### src/rtl/dram_pkg.sv
package dram_pkg;

  // Mode register layout; bit positions are fixed by the host-visible encoding.
  typedef struct packed {
    logic rev_bits;   // [3] reverse data bit order
    logic mirror;     // [2] mirror column index
    logic page_down;  // [1] page steps downward on wrap
    logic wrap;       // [0] wrap at row end
  } mode_t;

  localparam mode_t MODE_RESET = '0;

endpackage

### src/rtl/dram_cursor.sv
module dram_cursor #(
  parameter int PAGES = 20,
  parameter int COLS  = 240,
  localparam int PW   = $clog2(PAGES),
  localparam int CW   = $clog2(COLS)
) (
  input  logic          clk,
  input  logic          rst,
  input  logic          ld_page,
  input  logic [PW-1:0] ld_page_val,
  input  logic          ld_col,
  input  logic [CW-1:0] ld_col_val,
  input  logic          adv,
  input  logic          wrap_en,
  input  logic          step_down,
  output logic [PW-1:0] page,
  output logic [CW-1:0] col
);

  localparam logic [PW-1:0] PMAX = PW'(PAGES - 1);
  localparam logic [CW-1:0] CMAX = CW'(COLS - 1);

  logic          any_ld;
  logic          at_end;
  logic [PW-1:0] page_clamped;
  logic [CW-1:0] col_clamped;
  logic [PW-1:0] page_stepped;
  logic [PW-1:0] page_nxt;
  logic [CW-1:0] col_nxt;

  assign any_ld       = ld_page | ld_col;
  assign at_end       = (col == CMAX);
  assign page_clamped = (ld_page_val > PMAX) ? PMAX : ld_page_val;
  assign col_clamped  = (ld_col_val  > CMAX) ? CMAX : ld_col_val;

  always_comb begin
    if (step_down) page_stepped = (page == '0)  ? PMAX : page - PW'(1);
    else           page_stepped = (page == PMAX) ? '0  : page + PW'(1);
  end

  always_comb begin
    page_nxt = page;
    col_nxt  = col;
    if (any_ld) begin
      if (ld_page) page_nxt = page_clamped;
      if (ld_col)  col_nxt  = col_clamped;
    end else if (adv) begin
      if (!at_end) begin
        col_nxt = col + CW'(1);
      end else if (wrap_en) begin
        col_nxt  = '0;
        page_nxt = page_stepped;
      end
    end
  end

  always_ff @(posedge clk) begin
    if (rst) begin
      page <= '0;
      col  <= '0;
    end else begin
      page <= page_nxt;
      col  <= col_nxt;
    end
  end

  assert_page_range_R2: assert property (@(posedge clk) disable iff (rst)
    page <= PMAX);
  assert_col_range_R2: assert property (@(posedge clk) disable iff (rst)
    col <= CMAX);
  assert_col_step_R3: assert property (@(posedge clk) disable iff (rst)
    (adv && !any_ld && col != CMAX) |=> (col == $past(col) + CW'(1)) && $stable(page));
  assert_idle_hold_R3: assert property (@(posedge clk) disable iff (rst)
    (!adv && !any_ld) |=> $stable(col) && $stable(page));
  assert_col_stop_R4: assert property (@(posedge clk) disable iff (rst)
    (adv && !any_ld && !wrap_en && col == CMAX) |=> (col == CMAX) && $stable(page));
  assert_col_wrap_R5: assert property (@(posedge clk) disable iff (rst)
    (adv && !any_ld && wrap_en && col == CMAX) |=> (col == '0) && !$stable(page));
  assert_page_top_wrap_R6: assert property (@(posedge clk) disable iff (rst)
    (adv && !any_ld && wrap_en && !step_down && col == CMAX && page == PMAX) |=> page == '0);
  assert_page_bot_wrap_R6: assert property (@(posedge clk) disable iff (rst)
    (adv && !any_ld && wrap_en && step_down && col == CMAX && page == '0) |=> page == PMAX);

endmodule

### src/rtl/dram_addr_map.sv
module dram_addr_map #(
  parameter int PAGES = 20,
  parameter int COLS  = 240,
  localparam int PW   = $clog2(PAGES),
  localparam int CW   = $clog2(COLS),
  localparam int AW   = $clog2(PAGES * COLS)
) (
  input  logic [PW-1:0] page,
  input  logic [CW-1:0] col,
  input  logic          mirror,
  output logic [AW-1:0] addr
);

  localparam logic [CW-1:0] CMAX = CW'(COLS - 1);

  logic [CW-1:0] phys_col;
  logic [AW-1:0] page_base;

  assign phys_col  = mirror ? (CMAX - col) : col;
  assign page_base = AW'(page) * AW'(COLS);
  assign addr      = page_base + AW'(phys_col);

endmodule

### src/rtl/dram_bit_order.sv
module dram_bit_order #(
  parameter int DW = 8
) (
  input  logic [DW-1:0] din,
  input  logic          reverse,
  output logic [DW-1:0] dout
);

  logic [DW-1:0] flipped;

  for (genvar i = 0; i < DW; i++) begin : g_flip
    assign flipped[i] = din[DW-1-i];
  end

  assign dout = reverse ? flipped : din;

endmodule

### src/rtl/dram_addr_gen.sv
module dram_addr_gen #(
  parameter int PAGES = 20,
  parameter int COLS  = 240,
  parameter int DW    = 8,
  localparam int PW   = $clog2(PAGES),
  localparam int CW   = $clog2(COLS),
  localparam int AW   = $clog2(PAGES * COLS)
) (
  input  logic          clk,
  input  logic          rst,
  input  logic          cfg_stb,
  input  logic [3:0]    cfg_val,
  input  logic          set_page_stb,
  input  logic [PW-1:0] set_page_val,
  input  logic          set_col_stb,
  input  logic [CW-1:0] set_col_val,
  input  logic          wr_stb,
  input  logic [DW-1:0] wr_data,
  output logic          ram_we,
  output logic [AW-1:0] ram_addr,
  output logic [DW-1:0] ram_wdata,
  output logic [PW-1:0] cur_page,
  output logic [CW-1:0] cur_col
);
  import dram_pkg::*;

  localparam logic [AW-1:0] ADDR_MAX = AW'(PAGES * COLS - 1);

  mode_t         mode_q;
  logic [AW-1:0] lin_addr;
  logic [DW-1:0] ordered;

  always_ff @(posedge clk) begin
    if (rst)          mode_q <= MODE_RESET;
    else if (cfg_stb) mode_q <= mode_t'(cfg_val);
  end

  dram_cursor #(.PAGES(PAGES), .COLS(COLS)) cursor_i (
    .clk        (clk),
    .rst        (rst),
    .ld_page    (set_page_stb),
    .ld_page_val(set_page_val),
    .ld_col     (set_col_stb),
    .ld_col_val (set_col_val),
    .adv        (wr_stb),
    .wrap_en    (mode_q.wrap),
    .step_down  (mode_q.page_down),
    .page       (cur_page),
    .col        (cur_col)
  );

  dram_addr_map #(.PAGES(PAGES), .COLS(COLS)) map_i (
    .page  (cur_page),
    .col   (cur_col),
    .mirror(mode_q.mirror),
    .addr  (lin_addr)
  );

  dram_bit_order #(.DW(DW)) order_i (
    .din    (wr_data),
    .reverse(mode_q.rev_bits),
    .dout   (ordered)
  );

  always_ff @(posedge clk) begin
    if (rst) begin
      ram_we    <= 1'b0;
      ram_addr  <= '0;
      ram_wdata <= '0;
    end else begin
      ram_we <= wr_stb;
      if (wr_stb) begin
        ram_addr  <= lin_addr;
        ram_wdata <= ordered;
      end
    end
  end

  assert_we_follow_R9: assert property (@(posedge clk) disable iff (rst)
    wr_stb |=> ram_we);
  assert_we_idle_R9: assert property (@(posedge clk) disable iff (rst)
    !wr_stb |=> !ram_we);
  assert_addr_range_R9: assert property (@(posedge clk) disable iff (rst)
    ram_we |-> ram_addr <= ADDR_MAX);
  assert_mode_hold_R10: assert property (@(posedge clk) disable iff (rst)
    !cfg_stb |=> $stable(mode_q));

endmodule

### config.mk
export PLATFORM = sky130hd
export DESIGN_NAME = dram_addr_gen
export DESIGN_NICKNAME = d
export VERILOG_FILES = /design/src/rtl/dram_pkg.sv /design/src/rtl/dram_cursor.sv /design/src/rtl/dram_addr_map.sv /design/src/rtl/dram_bit_order.sv /design/src/rtl/dram_addr_gen.sv
export SDC_FILE = /design/constraint.sdc
export NUM_CORES = 1
export LEC_CHECK = 0
export ABC_AREA = 1
export CORE_MARGIN = 5
export CORE_UTILIZATION = 55
export DETAILED_ROUTE_END_ITERATION = 12
export HOLD_SLACK_MARGIN = 0.02
export PLACE_DENSITY = 0.85
export SLEW_MARGIN = 20
export SYNTH_ARGS = -nofsm -noshare
export SYNTH_HDL_FRONTEND = slang
export SYNTH_SLANG_ARGS = --single-unit
### constraint.sdc
create_clock -name clk -period 10.2 [get_ports clk]
set_clock_uncertainty 0.1 [all_clocks]
set_input_delay 1.02 -clock clk [delete_from_list [all_inputs] [get_ports clk]]
set_output_delay 1.02 -clock clk [all_outputs]
set_load 0.1 [all_outputs]
==> results.py <==
metrics = {
    "die": {
        "rows": 26,
        "coreArea_um2": 5110,
        "io_pins": 66,
        "die-area_um2": 6810,
        "dieHeight_um": 82.5,
        "die_x_um": 82.5,
        "start_util": 0.566,
    },
    "worst_setup_path": {
        "cp_cell_sequence": "fa_1, fa_1, inv_1, fa_1, inv_1, ha_1, nand2_1, nor2_1, nor2_1, nor2_1, nand3_1, nor2_1, nand2_1, nand2_1, nand3_1, nand2_1, inv_1",
        "cp_slowest_stage_delay_ns": 0.53,
        "cp.arrival_ns": 3.62,
        "cp-start-kind": "flip-flop",
        "path_depth": 17,
        "cp_slowest_cell": "fa_1",
        "reg2reg_depth": 17,
        "worstPathMaxFanout": 8,
        "cp-end-kind": "flip-flop",
        "path_delay_family": "adder cells",
        "crit_buf_inv": 3,
        "crit_type": "flip-flop to flip-flop",
        "crit_required_ns": 10.29,
    },
    "drt": {
        "totalWireLength_um": 6680,
        "drtPass1Iterations": 5,
        "vias": 2788,
        "avgViaCountPerCell": 5.14,
        "wl_per_cell_um": 12.3,
        "drcViolationCount": 0,
        "drtIter0Drc": 148,
        "ant_nets": 0,
    },
    "timing": {
        "slew_violations": 0,
        "max_freq_ghz": 0.283,
        "rsz0062_at_grt": "false",
        "timing.final.hold_violations": 0,
        "setup_viol": 0,
        "tns_ns": 0,
        "min_period_over_period": 0.346,
        "maxSlewHeadroom": 0.337,
        "hold_ws_ns": 0.393,
        "fin_crit_ns": 3.53,
        "worst_slew_pin_slew_ns": 0.991,
    },
    "placed_design": {
        "port-buffer-count": 65,
        "dp_hpwl_um": 5220,
        "place_congestion": 0.856,
        "dp.cells": 534,
    },
    "hold_path": {
        "min_path_cells": 2,
        "hold_class": "flip-flop to flip-flop",
    },
    "final_layout": {
        "num-nets-final": 536,
        "register_area_um2": 781,
        "area_growth_pct": 26.8,
        "drive_gt1_frac": 0.0424,
        "num_antenna_cells": 0,
        "multi_input_comb_area_um2": 1820,
        "n_fill_cell": 389,
        "stdcell_count": 542,
    },
    "global_route": {
        "grt_pass1_wl_um": 11400,
        "grt_max_degree": 28,
        "grtUsageTotal": 0.210,
        "overflow": 0,
        "antenna_found_initial": 0,
        "grt_pass1_vias": 2624,
    },
    "cts": {
        "cts_num_sinks": 39,
        "clockBufferDepth": 2,
        "cts_tree": "built",
        "htree_num_levels": 2,
        "cts_setup_buffers": 0,
        "clk_pin_slew_ns": 0.08,
        "clk_latency_ns": 0.29,
        "cts_root_buf": "clkbuf_8",
        "cts_hold_buf": 0,
        "cts_buffers": 5,
        "post_cts_resized": 0,
    },
    "run": {
        "drv_cap": 0,
    },
    "power": {
        "powerDensity_nw_per_um2": 153,
        "cellInternalPower_mw": 0.299,
        "comb_power_share": 0.489,
        "irDropWorstVdd_uv": 121,
        "seq_power_share": 0.325,
        "switching_power_mw": 0.263,
        "pwr-share-clk": 0.187,
        "leakagePower_nw": 1.72,
        "switching_share": 0.469,
    },
    "synth": {
        "yosysWarnings": 0,
        "syn_inst": 411,
        "yosysSeqAreaShare": 0.270,
        "syn_avg_cell_area_um2": 7.04,
        "synth_enable_flop_cells": 0,
        "yosys_most_used_dff": "dfxtp_1",
        "synth_fp_nets": 476,
        "synthArstFlopShare": 0,
        "ys_seq_elements": 39,
        "synth_area_um2": 2890,
        "synth.distinct_cells": 34,
    },
    "outcome": {
        "status": "finished clean",
    },
}
==> worst paths after layout <==
| path | startpoint | to | slack (ns) |
|---|---|---|---|
| max | cursor_i.page[2] | ram_addr[12] | 6.67 |
| min | ram_addr[10] | ram_addr[10] | 0.39 |
| max reg2reg | cursor_i.page[2] | ram_addr[12] | 6.67 |
| min reg2reg | ram_addr[10] | ram_addr[10] | 0.39 |
==> synthesized netlist by cell type, types with 5 or more instances <==
cell type / n / share of area
a21oi_1: 39 / 0.068
nand4_1: 6 / 0.013
dfxtp_1: 39 / 0.27
ha_1: 26 / 0.11
xor2_1: 16 / 0.048
inv_1: 62 / 0.080
a31oi_1: 5 / 0.011
nor2_1: 40 / 0.052
clkbuf_1: 9 / 0.012
nand3_1: 22 / 0.038
nand2_1: 71 / 0.092
o21ai_0: 39 / 0.068
fa_1: 8 / 0.055
==> flip-flops by register name (all words and copies together), names as in the netlist <==
register	flops
cursor_i.page	5
ram_we	1
mode_q	4
ram_addr	13
cursor_i.col	8
ram_wdata	8
==> cell type report <==
class | count | area share
repair buffers | 65 | 0.177
multi-input cells | 295 | 0.495
clock buffers | 5 | 0.0188
well taps | 70 | 0.0239
flip-flops and latches | 39 | 0.213
clock inverters | 3 | 0.00546
inverters | 65 | 0.0665
==> worst reg2reg max path, cell delays in order (launching register included) <==
cell     delay (ns)
dfxtp_1        0.52
fa_1           0.52
fa_1           0.53
inv_1          0.06
fa_1           0.47
inv_1          0.04
ha_1           0.33
nand2_1        0.06
nor2_1         0.08
nor2_1         0.06
nor2_1         0.12
nand3_1        0.11
nor2_1         0.13
nand2_1        0.06
nand2_1        0.06
nand3_1        0.06
nand2_1        0.10
inv_1          0.04
==> power by group through the flow <==
stage	Clock, mW	Combinational [mW]	Sequential, mW
after floorplan	0	0.117	0.279
after global placement	0	0.270	0.185
after detailed placement	0	0.274	0.186
after CTS	0.105	0.276	0.182
after global routing	0.112	0.301	0.185
final	0.105	0.275	0.182
==> cells by family (layout without fill, tap and decap cells) <==
kind of cell | Yosys count | count (layout) | synth area share
adder cells (fa/ha/maj) | 34 | 34 | 0.168
AND/OR/NAND/NOR | 148 | 148 | 0.221
flip-flops | 39 | 39 | 0.270
AO/OA/AOI/OAI | 95 | 95 | 0.184
XOR/XNOR | 18 | 18 | 0.0545
buffers and inverters | 77 | 138 | 0.102
==> per-stage QoR <==
step / instance area, um^2 / utilization / power, mW / setup WS, ns
finish: 3670 / 0.718 / 0.562 / 6.67
floorplan: 2890 / - / 0.395 / 6.19
detailed placement: 3580 / 0.701 / 0.460 / 6.69
global placement: 3580 / 0.701 / 0.455 / 6.79
global route: 3670 / 0.718 / 0.598 / 6.39
CTS: 3670 / 0.718 / 0.563 / 6.67
==> placed cells by master, fill, tap and decap left out, drive strengths merged, types with 5 or more instances in the layout <==
cell,instances
inv,64
fa,8
nand2,72
xor2,16
ha,26
o21ai,41
clkbuf,5
nand3,23
a31oi,5
dfxtp,39
nand4,6
nor2,41
a21oi,41
clkdlybuf4s50,65
==> per-layer routing <==
layer,share of wire,track usage,vias to the layer above
li1,-,-,1453
met1,0.46,0.270,1261
met2,0.47,0.367,72
met3,0.060,0.0412,2
met4,0.0051,0.0392,0
met5,0,0,-
Note: power is estimated with default switching activity, not from simulation.
